==> config.mk <==
export PLATFORM = sky130hd
export DESIGN_NAME = irq_aggregator
export DESIGN_NICKNAME = d
export VERILOG_FILES = /design/src/rtl/irq_agg_pkg.sv /design/src/rtl/irq_agg_ctrl.sv /design/src/rtl/irq_agg_datapath.sv /design/src/rtl/irq_aggregator.sv
export SDC_FILE = /design/constraint.sdc
export NUM_CORES = 1
export LEC_CHECK = 0
export ABC_AREA = 0
export CORE_UTILIZATION = 47
export CTS_BUF_LIST = sky130_fd_sc_hd__clkbuf_4 sky130_fd_sc_hd__clkbuf_8 sky130_fd_sc_hd__clkbuf_16
export CTS_CLUSTER_SIZE = 28
export DETAILED_ROUTE_END_ITERATION = 8
export PLACE_DENSITY = 0.83
export SLEW_MARGIN = 20
export SYNTH_ARGS = -nofsm -noshare
export SYNTH_HDL_FRONTEND = slang
export SYNTH_SLANG_ARGS = --single-unit
==> constraint.sdc <==
create_clock -name clk -period 2.1 [get_ports clk]
set_clock_uncertainty 0.15 [all_clocks]
set_input_delay 0.21 -clock clk [delete_from_list [all_inputs] [get_ports clk]]
set_output_delay 0.21 -clock clk [all_outputs]
set_load 0.005 [all_outputs]
==> src/rtl/irq_agg_pkg.sv <==
package irq_agg_pkg;
  localparam int NUM_SRC   = 6;
  localparam int DATA_W    = 8;
  localparam int ADDR_W    = 2;
  localparam int CFG_W     = 2;
  localparam int SET_BIT   = 7;
  localparam logic [ADDR_W-1:0] ADDR_REQ = 2'd0;
  localparam logic [ADDR_W-1:0] ADDR_ENA = 2'd1;
  localparam logic [ADDR_W-1:0] ADDR_CFG = 2'd2;
  localparam logic [CFG_W-1:0]  CFG_RESET = 2'b10;

  typedef struct packed {
    logic               wrReq;
    logic               wrEna;
    logic               wrCfg;
    logic               setMode;
    logic [NUM_SRC-1:0] mask;
    logic [CFG_W-1:0]   cfgData;
  } regStrobe_t;
endpackage

==> src/rtl/irq_agg_ctrl.sv <==
module irq_agg_ctrl
  import irq_agg_pkg::*;
(
  input  logic               clk,
  input  logic               rstN,
  input  logic               regWrEn,
  input  logic [ADDR_W-1:0]  regAddr,
  input  logic [DATA_W-1:0]  regWrData,
  input  logic [NUM_SRC-1:0] reqVal,
  input  logic [NUM_SRC-1:0] enaVal,
  input  logic [CFG_W-1:0]   cfgVal,
  output regStrobe_t         strb,
  output logic [DATA_W-1:0]  regRdData
);
  localparam int PAD_SRC = DATA_W - NUM_SRC;
  localparam int PAD_CFG = DATA_W - CFG_W;

  logic unusedWrBits;
  assign unusedWrBits = ^regWrData[SET_BIT-1:NUM_SRC];

  always_comb begin
    strb         = '0;
    strb.wrReq   = regWrEn && (regAddr == ADDR_REQ);
    strb.wrEna   = regWrEn && (regAddr == ADDR_ENA);
    strb.wrCfg   = regWrEn && (regAddr == ADDR_CFG);
    strb.setMode = regWrData[SET_BIT];
    strb.mask    = regWrData[NUM_SRC-1:0];
    strb.cfgData = regWrData[CFG_W-1:0];
  end

  always_comb begin
    unique case (regAddr)
      ADDR_REQ: regRdData = {{PAD_SRC{1'b0}}, reqVal};
      ADDR_ENA: regRdData = {{PAD_SRC{1'b0}}, enaVal};
      ADDR_CFG: regRdData = {{PAD_CFG{1'b0}}, cfgVal};
      default:  regRdData = '0;
    endcase
  end

  // at most one register strobed per write
  p_single_strobe_r4: assert property (@(posedge clk) disable iff (!rstN)
    $onehot0({strb.wrReq, strb.wrEna, strb.wrCfg}));

  // unused address never returns data
  p_spare_addr_zero_r8: assert property (@(posedge clk) disable iff (!rstN)
    (regAddr == 2'd3) |-> (regRdData == '0));
endmodule

==> src/rtl/irq_agg_datapath.sv <==
module irq_agg_datapath
  import irq_agg_pkg::*;
(
  input  logic               clk,
  input  logic               rstN,
  input  regStrobe_t         strb,
  input  logic [NUM_SRC-1:0] evPulse,
  output logic [NUM_SRC-1:0] reqVal,
  output logic [NUM_SRC-1:0] enaVal,
  output logic [CFG_W-1:0]   cfgVal,
  output logic               irqStatus,
  output logic               irqPin,
  output logic               irqPinOe
);
  logic pinLevel;
  logic invertCfg;
  logic pushPullCfg;

  for (genvar i = 0; i < NUM_SRC; i++) begin : g_bit
    logic reqSet, reqClr, enaSet, enaClr;
    assign reqSet = strb.wrReq && strb.mask[i] && strb.setMode;
    assign reqClr = strb.wrReq && strb.mask[i] && !strb.setMode;
    assign enaSet = strb.wrEna && strb.mask[i] && strb.setMode;
    assign enaClr = strb.wrEna && strb.mask[i] && !strb.setMode;

    always_ff @(posedge clk) begin
      if (!rstN) begin
        reqVal[i] <= 1'b0;
        enaVal[i] <= 1'b0;
      end else begin
        // hardware event outranks a software clear
        reqVal[i] <= evPulse[i] | reqSet | (reqVal[i] & ~reqClr);
        enaVal[i] <= enaSet | (enaVal[i] & ~enaClr);
      end
    end
  end

  always_ff @(posedge clk) begin
    if (!rstN)          cfgVal <= CFG_RESET;
    else if (strb.wrCfg) cfgVal <= strb.cfgData;
  end

  assign invertCfg   = cfgVal[0];
  assign pushPullCfg = cfgVal[1];
  assign irqStatus   = |(reqVal & enaVal);
  assign pinLevel    = irqStatus ^ invertCfg;
  assign irqPin      = pushPullCfg ? pinLevel : 1'b0;
  assign irqPinOe    = pushPullCfg | ~pinLevel;

  // every pulsed source is latched on the next edge
  p_event_latched_r5: assert property (@(posedge clk) disable iff (!rstN)
    (|evPulse) |=> ((reqVal & $past(evPulse)) == $past(evPulse)));

  // set mask lands
  p_set_lands_r2: assert property (@(posedge clk) disable iff (!rstN)
    (strb.wrReq && strb.setMode) |=> ((reqVal & $past(strb.mask)) == $past(strb.mask)));

  // clear mask lands except where an event arrived
  p_clear_lands_r3: assert property (@(posedge clk) disable iff (!rstN)
    (strb.wrReq && !strb.setMode) |=> ((reqVal & $past(strb.mask & ~evPulse)) == '0));

  // requests hold with no write and no event
  p_req_holds_r5: assert property (@(posedge clk) disable iff (!rstN)
    (!strb.wrReq && evPulse == '0) |=> $stable(reqVal));

  // nothing enabled means no status
  p_no_enable_quiet_r6: assert property (@(posedge clk) disable iff (!rstN)
    (enaVal == '0) |-> !irqStatus);

  // an open-drain pin never drives high
  p_od_never_high_r10: assert property (@(posedge clk) disable iff (!rstN)
    (!cfgVal[1] && irqPinOe) |-> !irqPin);
endmodule

==> src/rtl/irq_aggregator.sv <==
module irq_aggregator
  import irq_agg_pkg::*;
(
  input  logic               clk,
  input  logic               rstN,
  input  logic               regWrEn,
  input  logic [ADDR_W-1:0]  regAddr,
  input  logic [DATA_W-1:0]  regWrData,
  output logic [DATA_W-1:0]  regRdData,
  input  logic [NUM_SRC-1:0] evPulse,
  output logic               irqStatus,
  output logic               irqPin,
  output logic               irqPinOe
);
  regStrobe_t         strb;
  logic [NUM_SRC-1:0] reqVal;
  logic [NUM_SRC-1:0] enaVal;
  logic [CFG_W-1:0]   cfgVal;

  irq_agg_ctrl u_ctrl (
    .clk(clk), .rstN(rstN), .regWrEn(regWrEn), .regAddr(regAddr),
    .regWrData(regWrData), .reqVal(reqVal), .enaVal(enaVal),
    .cfgVal(cfgVal), .strb(strb), .regRdData(regRdData)
  );

  irq_agg_datapath u_dp (
    .clk(clk), .rstN(rstN), .strb(strb), .evPulse(evPulse),
    .reqVal(reqVal), .enaVal(enaVal), .cfgVal(cfgVal),
    .irqStatus(irqStatus), .irqPin(irqPin), .irqPinOe(irqPinOe)
  );
endmodule

Yosys cells after proc, flatten, opt, wreduce, memory -nomap -nowiden
Index checks and enable logic that the tools add are counted.

Register bits: 14. Output and inout port bits: 11.

Eq/ne operators: 2. Muxes and demuxes: 2. Bitwise operators: 46. Reduce and logical (&&, ||, !) cells: 42.

Operator list (number): 1-bit logical AND (39); 1-bit bitwise OR (19); 6-bit case mux with 3 select lines (1); 1-bit inverter (13); 1-bit AND (12); 6-bit AND (1); 6-bit OR reduction (1); 2-bit by 1-bit equality test with 1-bit output, second input constant (1); 2-bit equality test, second input constant (1); 2-bit logical NOT (1); 1-bit logical NOT (1); 1-bit 2-to-1 mux (1); 1-bit bitwise XOR (1).

Depth between registers and ports, before layout
Gate-level depths: netlist of the first run.

Depth after elaboration: 7. Mapped depth: 5.

Hierarchy
Synthesis of the first run repeated with hierarchy kept, for this count alone.

Cell total of the unflattened synthesis: 97. Area, all modules: 883.3 sq um.

Modules (own cells, without submodules): irq_agg_datapath (times used 1, cells each 67, area each 645.6 sq um, seq. area each 280.3 sq um); irq_agg_ctrl (times used 1, cells each 30, area each 237.7 sq um, seq. area each 0.0 sq um).

Worst setup path before layout of the first run
Ideal clock, no wire load.

Kind: register -> output. Start: register u_dp.reqVal[1]. End: output irqPin. Data arrival time: 902 ps. Data required time: 1740 ps. Setup slack: 838 ps. Cell stages (with the launch flop): 4. Path buffers: 0. Cell sequence: dfxtp_1 > a22oi_1 > and3_1 > mux2i_1.

Word-level cells in the longest chain between the ends: 4.

RTL lines: start, declared (line irq_agg_datapath.sv:8) `output logic [NUM_SRC-1:0] reqVal,`; start signal, assigned by index (line irq_agg_datapath.sv:32) `reqVal[i] <= evPulse[i] | reqSet | (reqVal[i] & ~reqClr);`; 6-bit AND (line irq_agg_datapath.sv:45) `assign irqStatus = |(reqVal & enaVal);`; 6-bit OR reduction (line irq_agg_datapath.sv:45); 1-bit bitwise XOR (line irq_agg_datapath.sv:46) `assign pinLevel = irqStatus ^ invertCfg;`; 1-bit 2-to-1 mux (line irq_agg_datapath.sv:47) `assign irqPin = pushPullCfg ? pinLevel : 1'b0;`; end, declared (line irq_aggregator.sv:12) `output logic irqPin,`.

No other way between the ends.

Worst setup path in the final report of the first run
Start: input regAddr[1]. End: output regRdData[1].

Word-level cells in the longest chain between the ends: 2. Elaborated cells on any way between the ends: 4. Those cells by class: eq/ne: 2; mux: 1; reduce/logical: 1.

RTL lines: start, declared (line irq_aggregator.sv:7) `input logic [ADDR_W-1:0] regAddr,`; 2-bit equality test, or another cell as far along (line irq_agg_ctrl.sv:32) `unique case (regAddr)`; 6-bit case mux with 3 select lines * (line irq_agg_ctrl.sv:32); end, declared (line irq_aggregator.sv:9) `output logic [DATA_W-1:0] regRdData,`.

Mark *: on every way between the ends. The rest lies on a longest branch, timed or not.

==> metrics.txt, run 1 <==
status finished clean; Yosys cell types 21; Leak 0.520 nW; Max Slew Vio Count 0; startpoint types input pin; post-DP HPWL 1.40 mm; drt drc 0; fraction of layout cells with a size suffix above 1 0.131; Cells after Synth 91; Max Cap Violations 0; Slowest cell on crit path clkdlybuf4s50_1; most frequent cells in the layout 24 x clkdlybuf4s50_1, 16 x mux2i_1, 14 x dfxtp_1, 10 x nand2_1, 9 x nor2b_1; CTS tree yes; Die X 44.6 um; Final Setup Violations 0; final wirelength 1.90 mm; worst path cell trace clkdlybuf4s50_1 > mux2i_1 > o21ai_0 > clkdlybuf4s50_1; Synth Register Bits 14; clock latency on the worst-skew pair 0.28 ns; reg2reg path depth 2; clk sinks 14; Switching Fraction 0.246; total power draw 0.621 mW; DR WL/cell 12.9 um; Pre-antenna DRT Iters 4; Buf/Inv on CP 2; core area 0.00171 mm2; Final Critical Period 2.01 ns; Initial Utilization 0.500; fmax 498 MHz; Antenna Cells 0; global-route wire length before repair 3.17 mm; Mapped Avg Cell Area 9.39 um2; Crit path largest cell delay 0.63 ns; Seq/Total Area, Yosys 0.328; total CTS buffers 3; CTS root buffer clkbuf_4; GRT Util Overall 0.218; Clock Tree Buf Depth 2; die boundary height 44.6 um; die area 0.00199 mm2; power per cell area 521 mW/mm2; CP Capture Type output port; worst-path fanout max 6; largest net degree at the start of global routing 15; setup TNS 0 ns; maximum VDD drop 0.494 mV; antenna violations before repair 0; CTS clk-pin slew, worst paths 0.08 ns; internal power 0.469 mW; dominant delay contributor by cell family on the critical path buffers and inverters; commonest non-fill, non-tap cell in the layout clkdlybuf4s50_1; Psw 0.153 mW; sequential power share 0.466; filler instances 134; Logic pwr share 0.222; cell mode on critical path clkdlybuf4s50_1; Final GP Congestion 0.744; Cell Rows 15; R2R setup slack 1.12 ns; CP Data Arrival Time 1.65 ns; reg-to-reg endpoint u_dp.reqVal[0]; I/O pins 30; Worst Hold Class flip-flop to flip-flop; critical path class input pin to output port; hold depth 2; reg2reg start u_dp.reqVal[0]; YS warnings 0; GRT Residual Overflow 0; final worst path period share 0.956; Area Growth Syn to Fin 39.7%; Clock power frac 0.312; DRT antenna net count 0; starting DRC count in detailed routing 8; vias per cell 5.50; Worst EP required 1.74 ns; CTS H-tree lvls 1; final net count 142; RSZ-0062 raised after global routing false; Hold Vio Cnt, Final 0; cell area after synthesis 855 um2; port bufs 26; Vias 808; vias in the first global route 717
==> power groups by stage <==
stage                     combinational [mW]  clock (mW)  sequential [mW]
after floorplan                       0.0685           0            0.292
after global placement                 0.134           0            0.295
after detailed placement               0.137           0            0.295
after CTS                              0.139       0.201            0.289
after global routing                   0.149       0.219            0.291
final                                  0.138       0.194            0.289
==> worst max path at each step <==
stage / start / cells after the start / to / slack (ns)
finish: regAddr[1] / 4 / regRdData[1] / 0.09
global route: u_dp.reqVal[2] / 5 / irqStatus / 0.03
CTS: regAddr[1] / 4 / regRdData[0] / 0.09
detailed placement: regAddr[1] / 4 / regRdData[0] / 0.09
global placement: regAddr[1] / 4 / regRdData[0] / 0.09
floorplan: u_dp.reqVal[1] / 3 / irqPin / 0.84
==> cells in the mapped netlist <==
master	instances	area, um2
mux2i_1	16	160
dfxtp_1	14	280
nand2_1	10	37.5
nor2b_1	9	56.3
nand4b_1	6	52.6
o311a_1	6	60.1
nor2_1	5	18.8
a211o_1	4	35.0
a22oi_1	3	22.5
a211o_2	2	20.0
buf_2	2	10.0
buf_4	2	15.0
buf_6	2	22.5
clkbuf_1	2	7.51
o21ai_0	2	10.0
and3_1	1	6.26
conb_1	1	3.75
inv_1	1	3.75
nand2b_1	1	6.26
nand3b_1	1	7.51
nor3b_4	1	18.8
==> metal layers <==
layer  wire, um  track usage
met2        972        0.374
met5          0            0
met3         77       0.0735
met4         14       0.0545
met1        830        0.260
==> worst reg2reg max path: stages (launching register included) <==
cell and delay [ns]:
dfxtp_1 0.34, a211o_2 0.27, o311a_1 0.12
==> metrics by stage <==
stage / setup WS (ns) / area [um2] / utilization / cells / hold slack (ns)
floorplan: 0.838 / 858 / - / 92 / 0.185
detailed placement: 0.0913 / 1150 / 0.672 / 142 / 0.389
CTS: 0.0858 / 1190 / 0.699 / 147 / 0.402
global placement: 0.0892 / 1150 / 0.672 / 142 / 0.378
global route: 0.0252 / 1190 / 0.699 / 147 / 0.411
finish: 0.0925 / 1190 / 0.699 / 147 / 0.398
==> repair_timing <==
action                                  in CTS  in global routing
hold buffers                                 0                  0
setup buffers                                1                  0
endpoints found under the setup margin       2                  0
gates resized for setup                      4                  0
==> area by class of cell <==
cell class                 instances  area, um2  share of cell area
sequential                        14        280               0.235
inverter                           1       3.75             0.00314
timing repair buffer              34        318               0.266
tap                               25       31.3              0.0262
clock buffer                       4       36.3              0.0304
multi-input combinational         69        524               0.439
==> kinds of logic after synthesis <==
family,after synthesis,share of synthesized area
DFF,14,0.328
muxes,16,0.187
buffers and inverters,9,0.0688
AOI/OAI and AO/OA,17,0.173
and+or+nand+nor,34,0.239
other,1,0.00439
Power figures use the tool's default switching activity.
==> run 2, diff against run 1 <==
- PLACE_DENSITY: 0.83 -> 0.88
==> run 2 against run 1 <==
- critical path type unchanged
- register-to-register slack worse by 0.02 ns
- clock power up 2%
- power increased by 1.3%
- sequential power about the same
- largest power group unchanged
- worst setup slack worse by 0.019 ns
==> metrics.txt, run 2 (synthesis results as in run 1) <==
Initial Utilization 0.500; final worst slack 0.0731 ns; Worst EP required 1.74 ns; Crit path largest cell delay 0.64 ns; CP Capture Type output port; drt drc 0; Final GP Congestion 0.709; starting DRC count in detailed routing 9; final net count 141; DRT antenna net count 0; largest net degree at the start of global routing 15; setup TNS 0 ns; I/O pins 30; final worst path period share 0.965; R2R setup slack 1.10 ns; CTS tree yes; fmax 493 MHz; vias per cell 5.68; Pre-antenna DRT Iters 4; Final Setup Violations 0; Final Critical Period 2.03 ns; DR WL/cell 14.7 um; filler instances 128; Vias 830; sequential power share 0.462; Logic pwr share 0.223; core area 0.00171 mm2; total CTS buffers 3; CP Data Arrival Time 1.67 ns; Hold Vio Cnt, Final 0; Cell Rows 15; cell mode on critical path clkdlybuf4s50_1; clock latency on the worst-skew pair 0.28 ns; CTS clk-pin slew, worst paths 0.09 ns; global-route wire length before repair 3.37 mm; Leak 0.516 nW; CTS root buffer clkbuf_4; Max Cap Violations 0; worst path cell trace clkdlybuf4s50_1 > mux2i_1 > o21ai_0 > clkdlybuf4s50_1; pre-CTS worst setup slack 0.0938 ns; commonest non-fill, non-tap cell in the layout clkdlybuf4s50_1; Die X 44.6 um; RSZ-0062 raised after global routing false; Clock Tree Buf Depth 2; startpoint types input pin; Worst Hold Class flip-flop to flip-flop; power per cell area 530 mW/mm2; Max Slew Vio Count 0; critical path class input pin to output port; post-DP HPWL 1.57 mm; vias in the first global route 797; GRT Residual Overflow 0; final wirelength 2.15 mm; worst-path fanout max 6; fraction of layout cells with a size suffix above 1 0.132; GRT Util Overall 0.233; clk sinks 14; most frequent cells in the layout 24 x clkdlybuf4s50_1, 16 x mux2i_1, 14 x dfxtp_1, 10 x nand2_1, 8 x nor2b_1; port bufs 26; status finished clean; internal power 0.468 mW; cts hold-fix bufs 0; die area 0.00199 mm2; die boundary height 44.6 um; CTS H-tree lvls 1; Clock power frac 0.315; Area Growth Syn to Fin 39.1%; Psw 0.162 mW; Antenna Cells 0; maximum VDD drop 0.492 mV; antenna violations before repair 0; Switching Fraction 0.257; Slowest cell on crit path clkdlybuf4s50_1
[run 2: changes by cell type in the layout (fill, tap and decap cells not counted), sizes merged]
| cell | delta |
|---|---|
| buf | -1 |
[run 2: power groups by stage]
stage	clock network [mW]	registers [mW]	logic, mW
after floorplan	0	0.292	0.0685
after global placement	0	0.295	0.132
after detailed placement	0	0.296	0.137
after CTS	0.204	0.290	0.139
after global routing	0.213	0.292	0.151
final	0.198	0.291	0.140
[run 2: area by class of cell]
cell class	instances	area, um2	area share
clock buffer	4	36.3	0.0305
inverter	1	3.75	0.00316
multi-input combinational	69	527	0.443
sequential	14	280	0.236
tap	25	31.3	0.0263
timing repair buffer	33	310	0.261
[run 2: final timing paths]
| path | endpoint | start | cells past startpoint |
|---|---|---|---|
| max | regRdData[1] | regAddr[1] | 4 |
| min | flip-flop | flip-flop | 2 |
| max reg2reg | u_dp.reqVal[0] | u_dp.reqVal[0] | 2 |
| min reg2reg | flip-flop | flip-flop | 2 |
[run 2: worst max-delay path: cells and delay by family]
| kind | cells | cell delay, ns |
|---|---|---|
| muxes | 1 | 0.12 |
| buffers and inverters | 2 | 1.17 |
| AOI/OAI and AO/OA | 1 | 0.17 |
[run 2: timing repair]
item	4_1_cts	5_1_grt
buffers inserted	1	0
setup endpoints to repair	2	1
resized for setup	4	1
pin swaps	1	0
[run 2: per-stage QoR]
stage / cell area, um2 / hold slack [ns] / power [mW] / utilization / cells
after floorplan: 858 / 0.185 / 0.361 / - / 92
after global placement: 1140 / 0.374 / 0.426 / 0.667 / 141
after detailed placement: 1140 / 0.391 / 0.433 / 0.667 / 141
after CTS: 1190 / 0.402 / 0.633 / 0.695 / 146
after global routing: 1190 / 0.433 / 0.656 / 0.696 / 146
final: 1190 / 0.404 / 0.630 / 0.696 / 146
[run 2: routing by layer]
metal  share of wire  global-route usage
met1            0.40               0.255
met2            0.52               0.432
met3           0.033              0.0163
met4           0.040               0.139
met5               0                   0
